==> config.mk <==
export PLATFORM = sky130hd
export DESIGN_NAME = rst_pulse_ctrl
export DESIGN_NICKNAME = d
export VERILOG_FILES = /design/src/rtl/rst_pkg.sv /design/src/rtl/rst_line_sync.sv /design/src/rtl/rst_src_arb.sv /design/src/rtl/rst_stretch.sv /design/src/rtl/rst_release_mon.sv /design/src/rtl/rst_pulse_ctrl.sv
export SDC_FILE = /design/constraint.sdc
export NUM_CORES = 1
export LEC_CHECK = 0
export BUFFER_PORTS_ARGS = -buffer_cell sky130_fd_sc_hd__buf_2
export CORE_AREA = 5 5 65 67
export CTS_CLUSTER_SIZE = 24
export DETAILED_ROUTE_END_ITERATION = 10
export DIE_AREA = 0 0 70 72
export SKIP_LAST_GASP = 1
export SYNTH_ARGS = -nofsm -noshare
export SYNTH_HDL_FRONTEND = slang
export SYNTH_SLANG_ARGS = --single-unit
==> constraint.sdc <==
create_clock -name clk_i -period 1.9 [get_ports clk_i]
set_clock_uncertainty 0.05 [all_clocks]
set_input_delay 0.19 -clock clk_i [delete_from_list [all_inputs] [get_ports clk_i]]
set_output_delay 0.19 -clock clk_i [all_outputs]
set_load 0.005 [all_outputs]
==> src/rtl/rst_pkg.sv <==
package rst_pkg;
  localparam int SRC_W   = 4;
  localparam int NUM_EVT = 12;
  localparam int NUM_SRC = NUM_EVT + 2;

  typedef enum logic [SRC_W-1:0] {
    SRC_NONE     = 4'd0,
    SRC_POR      = 4'd1,
    SRC_EXT      = 4'd2,
    SRC_VLOW     = 4'd3,
    SRC_STBY_OC  = 4'd4,
    SRC_SLP_SHRT = 4'd5,
    SRC_FL_PREP  = 4'd6,
    SRC_FL_EXIT  = 4'd7,
    SRC_WAKE     = 4'd8,
    SRC_FS_WAKE  = 4'd9,
    SRC_WD_EARLY = 4'd10,
    SRC_WD_OVF   = 4'd11,
    SRC_WD_CODE  = 4'd12,
    SRC_ILL_MODE = 4'd13,
    SRC_IRQ_TMO  = 4'd14
  } src_e;
endpackage

==> src/rtl/rst_line_sync.sv <==
module rst_line_sync (
  input  logic clk_i,
  input  logic rst_ni,
  input  logic line_i,
  input  logic drive_i,
  output logic line_o,
  output logic fall_o
);
  logic s1_q, s2_q, s3_q;
  logic drv1_q, drv2_q;

  always_ff @(posedge clk_i or negedge rst_ni) begin
    if (!rst_ni) begin
      s1_q   <= 1'b0;
      s2_q   <= 1'b0;
      s3_q   <= 1'b0;
      drv1_q <= 1'b1;
      drv2_q <= 1'b1;
    end else begin
      s1_q   <= line_i;
      s2_q   <= s1_q;
      s3_q   <= s2_q;
      drv1_q <= drive_i;
      drv2_q <= drv1_q;
    end
  end

  // drv2_q is aligned with s2_q: a low caused by our own drive is masked
  assign fall_o = s3_q & ~s2_q & ~drv2_q;
  assign line_o = s2_q;


  own_mask_chk: assert property (@(posedge clk_i) disable iff (!rst_ni)
    (drive_i && $past(drive_i) && $past(drive_i, 2)) |-> !fall_o);
endmodule

==> src/rtl/rst_src_arb.sv <==
module rst_src_arb
  import rst_pkg::*;
(
  input  logic [NUM_SRC-1:0] req_i,
  output logic               valid_o,
  output logic [SRC_W-1:0]   code_o
);
  logic [NUM_SRC:0]   taken;
  logic [NUM_SRC-1:0] gnt;

  assign taken[0] = 1'b0;
  for (genvar i = 0; i < NUM_SRC; i++) begin : g_prio
    assign gnt[i]     = req_i[i] & ~taken[i];
    assign taken[i+1] = taken[i] | req_i[i];
  end

  always_comb begin
    code_o = '0;
    for (int i = 0; i < NUM_SRC; i++) begin
      if (gnt[i]) code_o = code_o | SRC_W'(i + 1);
    end
  end

  assign valid_o = taken[NUM_SRC];
endmodule

==> src/rtl/rst_stretch.sv <==
module rst_stretch
  import rst_pkg::*;
#(
  parameter int SHORT_TICKS = 1,
  parameter int LONG_TICKS  = 20
) (
  input  logic             clk_i,
  input  logic             rst_ni,
  input  logic             start_i,
  input  logic [SRC_W-1:0] code_i,
  input  logic             long_i,
  input  logic             tick_i,
  output logic             active_o,
  output logic [SRC_W-1:0] src_o
);
  localparam int CNT_W = $clog2(LONG_TICKS + 1);

  logic [CNT_W-1:0] cnt_q;
  logic             active_q;
  logic [SRC_W-1:0] src_q;

  always_ff @(posedge clk_i or negedge rst_ni) begin
    if (!rst_ni) begin
      cnt_q    <= '0;
      active_q <= 1'b0;
      src_q    <= SRC_NONE;
    end else if (start_i) begin
      cnt_q    <= long_i ? CNT_W'(LONG_TICKS) : CNT_W'(SHORT_TICKS);
      active_q <= 1'b1;
      src_q    <= code_i;
    end else if (active_q && tick_i) begin
      cnt_q <= cnt_q - CNT_W'(1);
      if (cnt_q == CNT_W'(1)) active_q <= 1'b0;
    end
  end

  assign active_o = active_q;
  assign src_o    = src_q;


  end_on_tick_chk: assert property (@(posedge clk_i) disable iff (!rst_ni)
    $fell(active_q) |-> $past(tick_i));

  hold_mid_chk: assert property (@(posedge clk_i) disable iff (!rst_ni)
    (active_q && !tick_i) |=> active_q);

  src_on_pulse_chk: assert property (@(posedge clk_i) disable iff (!rst_ni)
    (src_q != $past(src_q)) |-> active_q);
endmodule

==> src/rtl/rst_release_mon.sv <==
module rst_release_mon #(
  parameter int WIN_TICKS = 256
) (
  input  logic clk_i,
  input  logic rst_ni,
  input  logic ext_i,
  input  logic active_i,
  input  logic line_i,
  input  logic tick_i,
  output logic startup_o,
  output logic failsafe_o
);
  localparam int WIN_W = (WIN_TICKS > 1) ? $clog2(WIN_TICKS) : 1;

  logic [WIN_W-1:0] win_q;
  logic             startup_q, fail_q;

  always_ff @(posedge clk_i or negedge rst_ni) begin
    if (!rst_ni) begin
      win_q     <= '0;
      startup_q <= 1'b0;
      fail_q    <= 1'b0;
    end else if (ext_i) begin
      startup_q <= 1'b1;
      win_q     <= '0;
    end else if (startup_q && !active_i) begin
      if (line_i) begin
        startup_q <= 1'b0;
      end else if (tick_i) begin
        if (win_q == WIN_W'(WIN_TICKS - 1)) begin
          fail_q    <= 1'b1;
          startup_q <= 1'b0;
        end else begin
          win_q <= win_q + WIN_W'(1);
        end
      end
    end
  end

  assign startup_o  = startup_q;
  assign failsafe_o = fail_q;


  fail_sticky_chk: assert property (@(posedge clk_i) disable iff (!rst_ni)
    fail_q |=> fail_q);

  startup_cause_chk: assert property (@(posedge clk_i) disable iff (!rst_ni)
    $rose(startup_q) |-> $past(ext_i));

  fail_cause_chk: assert property (@(posedge clk_i) disable iff (!rst_ni)
    $rose(fail_q) |-> ($past(tick_i) && !$past(line_i)));
endmodule

==> src/rtl/rst_pulse_ctrl.sv <==
module rst_pulse_ctrl
  import rst_pkg::*;
#(
  parameter int SHORT_TICKS = 1,
  parameter int LONG_TICKS  = 20,
  parameter int WIN_TICKS   = 256
) (
  input  logic               clk_i,
  input  logic               rst_ni,
  input  logic               tick_i,
  input  logic               supply_ok_i,
  input  logic [NUM_EVT-1:0] evt_i,
  input  logic               restart_i,
  input  logic               cfg_wr_i,
  input  logic               cfg_long_i,
  input  logic               rst_line_i,
  output logic               rst_drive_o,
  output logic               long_len_o,
  output logic [SRC_W-1:0]   src_code_o,
  output logic               startup_o,
  output logic               failsafe_req_o
);
  logic               por_pend_q, long_q;
  logic               por_fire, ext_fall, line_s;
  logic               req_valid, active;
  logic [SRC_W-1:0]   req_code;
  logic [NUM_SRC-1:0] req;

  assign por_fire = por_pend_q & supply_ok_i;

  always_ff @(posedge clk_i or negedge rst_ni) begin
    if (!rst_ni) begin
      por_pend_q <= 1'b1;
      long_q     <= 1'b0;
    end else begin
      if (supply_ok_i) por_pend_q <= 1'b0;
      if (ext_fall || restart_i) long_q <= 1'b1;
      else if (cfg_wr_i)         long_q <= cfg_long_i;
    end
  end

  rst_line_sync u_sync (
    .clk_i   (clk_i),
    .rst_ni  (rst_ni),
    .line_i  (rst_line_i),
    .drive_i (rst_drive_o),
    .line_o  (line_s),
    .fall_o  (ext_fall)
  );

  assign req = {evt_i, ext_fall, por_fire};

  rst_src_arb u_arb (
    .req_i   (req),
    .valid_o (req_valid),
    .code_o  (req_code)
  );

  rst_stretch #(
    .SHORT_TICKS (SHORT_TICKS),
    .LONG_TICKS  (LONG_TICKS)
  ) u_stretch (
    .clk_i    (clk_i),
    .rst_ni   (rst_ni),
    .start_i  (req_valid),
    .code_i   (req_code),
    .long_i   (long_q | ext_fall),
    .tick_i   (tick_i),
    .active_o (active),
    .src_o    (src_code_o)
  );

  rst_release_mon #(
    .WIN_TICKS (WIN_TICKS)
  ) u_mon (
    .clk_i      (clk_i),
    .rst_ni     (rst_ni),
    .ext_i      (ext_fall),
    .active_i   (active),
    .line_i     (line_s),
    .tick_i     (tick_i),
    .startup_o  (startup_o),
    .failsafe_o (failsafe_req_o)
  );

  assign rst_drive_o = active | por_pend_q;
  assign long_len_o  = long_q;


  ext_long_chk: assert property (@(posedge clk_i) disable iff (!rst_ni)
    ext_fall |=> long_q);

  restart_long_chk: assert property (@(posedge clk_i) disable iff (!rst_ni)
    restart_i |=> long_q);

  por_gapless_chk: assert property (@(posedge clk_i) disable iff (!rst_ni)
    $fell(por_pend_q) |-> (active && src_code_o == SRC_POR));
endmodule

==> Word level (Yosys, flattened, before mapping) <==
Index checks and enable logic that the tools add are counted.
{ "op_classes": {"n_addsub": 2, "n_reduce_logical": 15, "bitwise_logic": 47, "muxes": 32, "n_eq_ne": 4} }
{ "op_table": {"columns": ["operator", "n"], "rows": [
  ["8-bit 2-to-1 mux", 5],
  ["4-bit 2-to-1 mux", 7],
  ["1-bit bitwise AND", 16],
  ["1-bit inverter", 16],
  ["5-bit 2-to-1 mux", 3],
  ["1-bit bitwise OR", 15],
  ["3-bit 2-to-1 mux", 4],
  ["1-bit 2-to-1 mux", 11],
  ["2-bit nonzero test", 5],
  ["8-bit by 1-bit adder with 8-bit output (second input constant)", 1],
  ["8-bit == test (second input constant)", 1],
  ["3-bit nonzero test", 2],
  ["5-bit by 1-bit == test with 1-bit output (second input constant)", 1],
  ["5-bit AND reduction", 1],
  ["5-bit by 1-bit subtractor with 5-bit output (second input constant)", 1],
  ["2-bit 2-to-1 mux", 2],
  ["2-bit inequality test (second input constant)", 2],
  ["4-bit AND reduction", 1],
  ["3-bit AND reduction", 1],
  ["1-bit logical AND", 2],
  ["2-bit AND reduction", 1],
  ["1-bit zero test", 1],
  ["1-bit logical OR", 1]
]} }
{ "word_totals": {"reg_bits": 27, "in_bits": 20} }

==> Longest topological paths before layout <==
{ "logic_depth": {"ltp_word": 18, "depth_mapped": 6, "mapped_depth_nobuf": 6} }

==> By module <==
Synthesis repeated with hierarchy kept, for this count alone.
{ "unflattened": {"cells_unflattened": 133, "area_unflattened_um2": 1438.9} }
{ "modules_own_cells": {"columns": ["mod", "cells_per_inst", "area_each_um2", "instances"], "rows": [
  ["rst_release_mon", 55, 595.6, 1],
  ["rst_stretch", 38, 455.4, 1],
  ["rst_src_arb", 25, 153.9, 1],
  ["rst_line_sync", 6, 140.1, 1],
  ["rst_pulse_ctrl", 9, 93.8, 1]
]} }

==> Worst setup path after synthesis <==
Ideal clock, no wire load.
{ "synth_timing": {"kind": "reg2reg", "start": "reg u_sync.drv2_q", "end": "reg u_stretch.src_q[3], in the netlist u_stretch.src_o[3]", "t_arrival_ns": 1.527, "setup_ns": 0.125, "n_path_buf": 2, "slack_ns": 0.198, "path_stages_with_launch": 7, "required_ns": 1.725, "path_cell_list": "dfstp_2 -> or3b_1 -> buf_2 -> nand4_2 -> or2_1 -> buf_6 -> mux2_4"} }
{ "synth_between": {"elab_chain_cells": 17, "elab_cells_between_ends": 36} }
{ "synth_rtl": {"columns": ["element", "line_no", "source"], "rows": [
  ["from (decl)", "rst_line_sync.sv:10", "logic drv1_q, drv2_q;"],
  ["from (signal assigned)", "rst_line_sync.sv:24", "drv2_q <= drv1_q;"],
  ["1-bit inverter (*)", "rst_line_sync.sv:29", "assign fall_o = s3_q & ~s2_q & ~drv2_q;"],
  ["1-bit bitwise AND (*)", "rst_line_sync.sv:29", null],
  ["1-bit bitwise OR (*) (6 in series)", "rst_src_arb.sv:14", "assign taken[i+1] = taken[i] | req_i[i];"],
  ["1-bit bitwise OR or 1-bit inverter (tied branches)", "rst_src_arb.sv:14, rst_src_arb.sv:13", null],
  ["1-bit inverter (tied with other cells)", "rst_src_arb.sv:13", "assign gnt[i] = req_i[i] & ~taken[i];"],
  ["1-bit bitwise AND (tied with other cells)", "rst_src_arb.sv:13", null],
  ["4-bit 2-to-1 mux (tied with other cells) (4 in series)", "rst_src_arb.sv:20", "if (gnt[i]) code_o = code_o | SRC_W'(i + 1);"],
  ["4-bit 2-to-1 mux or 1-bit bitwise AND (tied branches)", "rst_src_arb.sv:20, rst_src_arb.sv:13", null],
  ["4-bit 2-to-1 mux", "rst_src_arb.sv:20", null],
  ["to (signal assigned)", "rst_stretch.sv:30", "src_q <= code_i;"],
  ["to (decl)", "rst_stretch.sv:20", "logic [SRC_W-1:0] src_q;"]
]} }
Every way passes the cells marked *; elsewhere a longest branch is shown, timed or not.
A chain may end at the register's enable or synchronous reset.

==> Final worst setup path <==
{ "layout_timing": {"start": "in supply_ok_i", "end": "reg u_stretch.src_q[3], in the netlist u_stretch.src_o[3]"} }
{ "layout_between": {"elab_chain_cells": 16, "elab_cells_between_ends": 35} }
{ "layout_rtl": {"columns": ["element", "line_no", "source"], "rows": [
  ["from (decl)", "rst_pulse_ctrl.sv:11", "input logic supply_ok_i,"],
  ["1-bit bitwise AND (*)", "rst_pulse_ctrl.sv:29", "assign por_fire = por_pend_q & supply_ok_i;"],
  ["1-bit bitwise OR (*) (6 in series)", "rst_src_arb.sv:14", null],
  ["1-bit inverter or 1-bit bitwise OR (tied branches)", "rst_src_arb.sv:13, rst_src_arb.sv:14", null],
  ["1-bit bitwise AND (tied with other cells)", "rst_src_arb.sv:13", null],
  ["4-bit 2-to-1 mux (tied with other cells) (5 in series)", "rst_src_arb.sv:20", null],
  ["4-bit 2-to-1 mux or 1-bit bitwise AND (tied branches)", "rst_src_arb.sv:20, rst_src_arb.sv:13", null],
  ["4-bit 2-to-1 mux", "rst_src_arb.sv:20", null]
]} }
Marks and branches as above.

==> results.sh <==
export IMPL_syn_area_um2=1370
export IMPL_p_leak_nw=0.701
export IMPL_ir_worst_vdd_v=0.000272
export IMPL_synth_edf_count=0
export IMPL_ys_types=48
export IMPL_drcViolationCount=0
export IMPL_place_area_um2=1580
export IMPL_reg2regPathDepth=4
export IMPL_core_area_um2=3580
export IMPL_antenna_found_initial=0
export IMPL_cp_num_buf_inv=2
export IMPL_crit_required_ns=2.06
export IMPL_drive_gt1_frac=0.285
export IMPL_nFillCells=340
export IMPL_ys_async_sr_fraction=1.00
export IMPL_synth_main_ff_cell="dfrtp_1"
export IMPL_syn_instance_count=128
export IMPL_seq_area_frac_synth=0.495
export IMPL_cp_data_arrival_time_ns=1.88
export IMPL_pre_cts_ws_ns=0.231
export IMPL_multi_input_area_um2=658
export IMPL_vias_per_cell=5.22
export IMPL_grt_use_total=0.128
export IMPL_nets=189
export IMPL_slew_viol_final=0
export IMPL_overflow=0
export IMPL_register_area_um2=679
export IMPL_fin_crit_sh=0.903
export IMPL_worst_pin_slew_ns=0.600
export IMPL_area_delta_synth_final_pct=20.1
export IMPL_firstDrtPassIters=4
export IMPL_initial_utilization=0.384
export IMPL_cp_start_kind="input port"
export IMPL_clkLatencyLatePin_ns=0.32
export IMPL_period_minus_slack_ns=1.71
export IMPL_cp_max_fo=5
export IMPL_criticalPathCategory="input port to register"
export IMPL_outcome="complete, no violations"
export IMPL_dpl_hpwl_mm=2.28
export IMPL_final_common_cell="buf_2"
export IMPL_wl_mm=2.90
export IMPL_num_io_pins=28
export IMPL_final_cell_mix="buf_2, dfrtp_1, nor2_1"
export IMPL_hold_viol=0
export IMPL_syn_area_per_cell_um2=10.7
export IMPL_min_path_type="input port to register"
export IMPL_timing_rr_end="u_stretch.src_o[3]"
export IMPL_die_x_um=70
export IMPL_cts_setup_buffers=0
export IMPL_clock_root_buffer="clkbuf_4"
export IMPL_postLayoutCellArea_um2=1650
export IMPL_tns_ns=0
export IMPL_synth_seq_cells=27
export IMPL_tritoncts_num_buffers=3
export IMPL_ant_nets=0
export IMPL_p_per_area_nw_per_um2=570
export IMPL_port_buffers=27
export IMPL_yosys_warnings=0
export IMPL_cts_num_sinks=27
export IMPL_clkTransAtPathRegs_ns=0.14
export IMPL_wl_per_cell_um=13.6
export IMPL_syn_nets=151
export IMPL_cts_max_path_buffers=2
export IMPL_die_h_um=72
export IMPL_grt_max_degree=28
export IMPL_reg2reg_from="u_sync.line_o"
export IMPL_row_count=22
export IMPL_crit_path_top_delay_cell="dlygate4sd3_1"
export IMPL_antenna_cells=0
export IMPL_cts_tree="yes"
export IMPL_setup_ws_ns=0.185
export IMPL_slowest_delay_ns=0.53
export IMPL_place_congestion=0.866
export IMPL_first_global_vias=1195
export IMPL_cap_violations=0
export IMPL_whs_path_depth=3
export IMPL_path_delay_family="buffers and inverters"
export IMPL_finalSetupViolCount=0
export IMPL_hp_start="cfg_long_i"
export IMPL_die_area_um2=5040
export IMPL_fmax_mhz=583
export IMPL_crit_chain="dlygate4sd3_1, buf_2, a21oi_1, nand4_2, or2_1, mux2_4"
export IMPL_rsz0062_at_grt="false"
export IMPL_hold_end="long_len_o"
export IMPL_slew_headroom=0.600
export IMPL_cp_end_kind="register"
export IMPL_drtIter0Drc=88
export IMPL_vias=1111
export IMPL_htree_levels=1
export IMPL_r2r_slack_ns=0.22
export IMPL_grt_first_pass_wirelength_mm=5.26
export IMPL_postCtsResizedCells=0
==> registers in the layout, indices dropped and copies added (netlist names) <==
name and cells:
u_stretch.cnt_q 5, u_stretch.src_o 4, u_stretch.active_o 1, por_pend_q 1
u_sync.drv2_q 1, u_sync.line_o 1, u_mon.startup_o 1, u_sync.drv1_q 1
long_len_o 1, u_sync.s3_q 1, u_sync.s1_q 1, u_mon.win_q 8
u_mon.failsafe_o 1
==> kinds of logic (layout without fill, tap and decap cells) <==
group           Yosys count  count (layout)  share of synthesized area
compound gates           30              30                      0.153
mux                       5               5                     0.0428
buf+inv                   7              44                     0.0255
flops                    27              27                      0.495
xor+xnor                  6               6                     0.0383
fa+ha+maj                 3               3                     0.0274
simple gates             50              50                      0.218
==> how the worst max path moves through the flow <==
stage,from,endpoint,slack (ns),depth (start not counted)
2_1_floorplan,u_sync.drv2_q,u_stretch.src_o[3],0.20,6
3_3_place_gp,u_sync.line_o,u_stretch.src_o[3],0.25,4
3_5_place_dp,evt_i[5],u_stretch.src_o[3],0.23,5
4_1_cts,supply_ok_i,u_stretch.src_o[3],0.21,6
5_1_grt,u_sync.line_o,u_mon.win_q[5],0.11,4
6_report,supply_ok_i,u_stretch.src_o[3],0.19,6
==> cells in the mapped netlist (all sizes together) (2+ instances only) <==
cell    instances  area (um2)
nor2b           2        12.5
a21oi           8        40.0
ha              3        37.5
and2            2        12.5
buf             2        16.3
xnor2           4        35.0
inv             5        18.8
dfstp           3        78.8
xor2            2        17.5
dfrtp          24         601
or4             2        15.0
nor3            3        15.0
mux2            4        48.8
nand4           4        31.3
o31ai           2        15.0
nand3           2        10.0
o21ai           5        25.0
o41ai           2        17.5
or2             2        12.5
a211oi          2        15.0
nand2b          3        18.8
nand2           9        33.8
or3             3        18.8
nor2           11        41.3
nor4            3        40.0
==> routing by layer <==
metal | vias to the layer above | global-route usage | share of wire
met1 | 533 | 0.151 | 0.44
met4 | 0 | 0.0574 | 0.012
li1 | 550 | - | -
met5 | - | 0 | 0
met2 | 26 | 0.224 | 0.49
met3 | 2 | 0.0263 | 0.057
==> metrics by stage <==
stage	utilization	power [mW]	std cells	hold slack, ns
after global routing	0.460	1.00	213	0.115
after CTS	0.460	0.959	213	0.112
after floorplan	-	0.644	128	-0.156
after detailed placement	0.442	0.703	205	0.190
after global placement	0.442	0.700	205	0.183
final	0.460	0.940	213	0.128
==> worst reg2reg max path: cells and delay by family, from the launching register on <==
| kind | cells | cell delay, ns |
|---|---|---|
| muxes | 1 | 0.31 |
| and+or+nand+nor | 3 | 0.78 |
| DFF | 1 | 0.44 |
==> area by class of cell <==
type / instances / area share
inverters: 5 / 0.0114
well taps: 48 / 0.0364
clock buffers: 4 / 0.0159
repair buffers: 35 / 0.125
multi-input cells: 94 / 0.399
flip-flops and latches: 27 / 0.412
==> power breakdown <==
| group | switching, mW | internal [mW] | leakage (nW) |
|---|---|---|---|
| combinational | 0.0513 | 0.0482 | 0.363 |
| clock | 0.161 | 0.0820 | 0.0150 |
| sequential | 0.00962 | 0.588 | 0.322 |
==> what timing repair did <==
action	CTS	global route
endpoints found under the hold margin	27	0
setup endpoints to repair	0	0
hold buffers	4	0
Power figures use the tool's default switching activity.
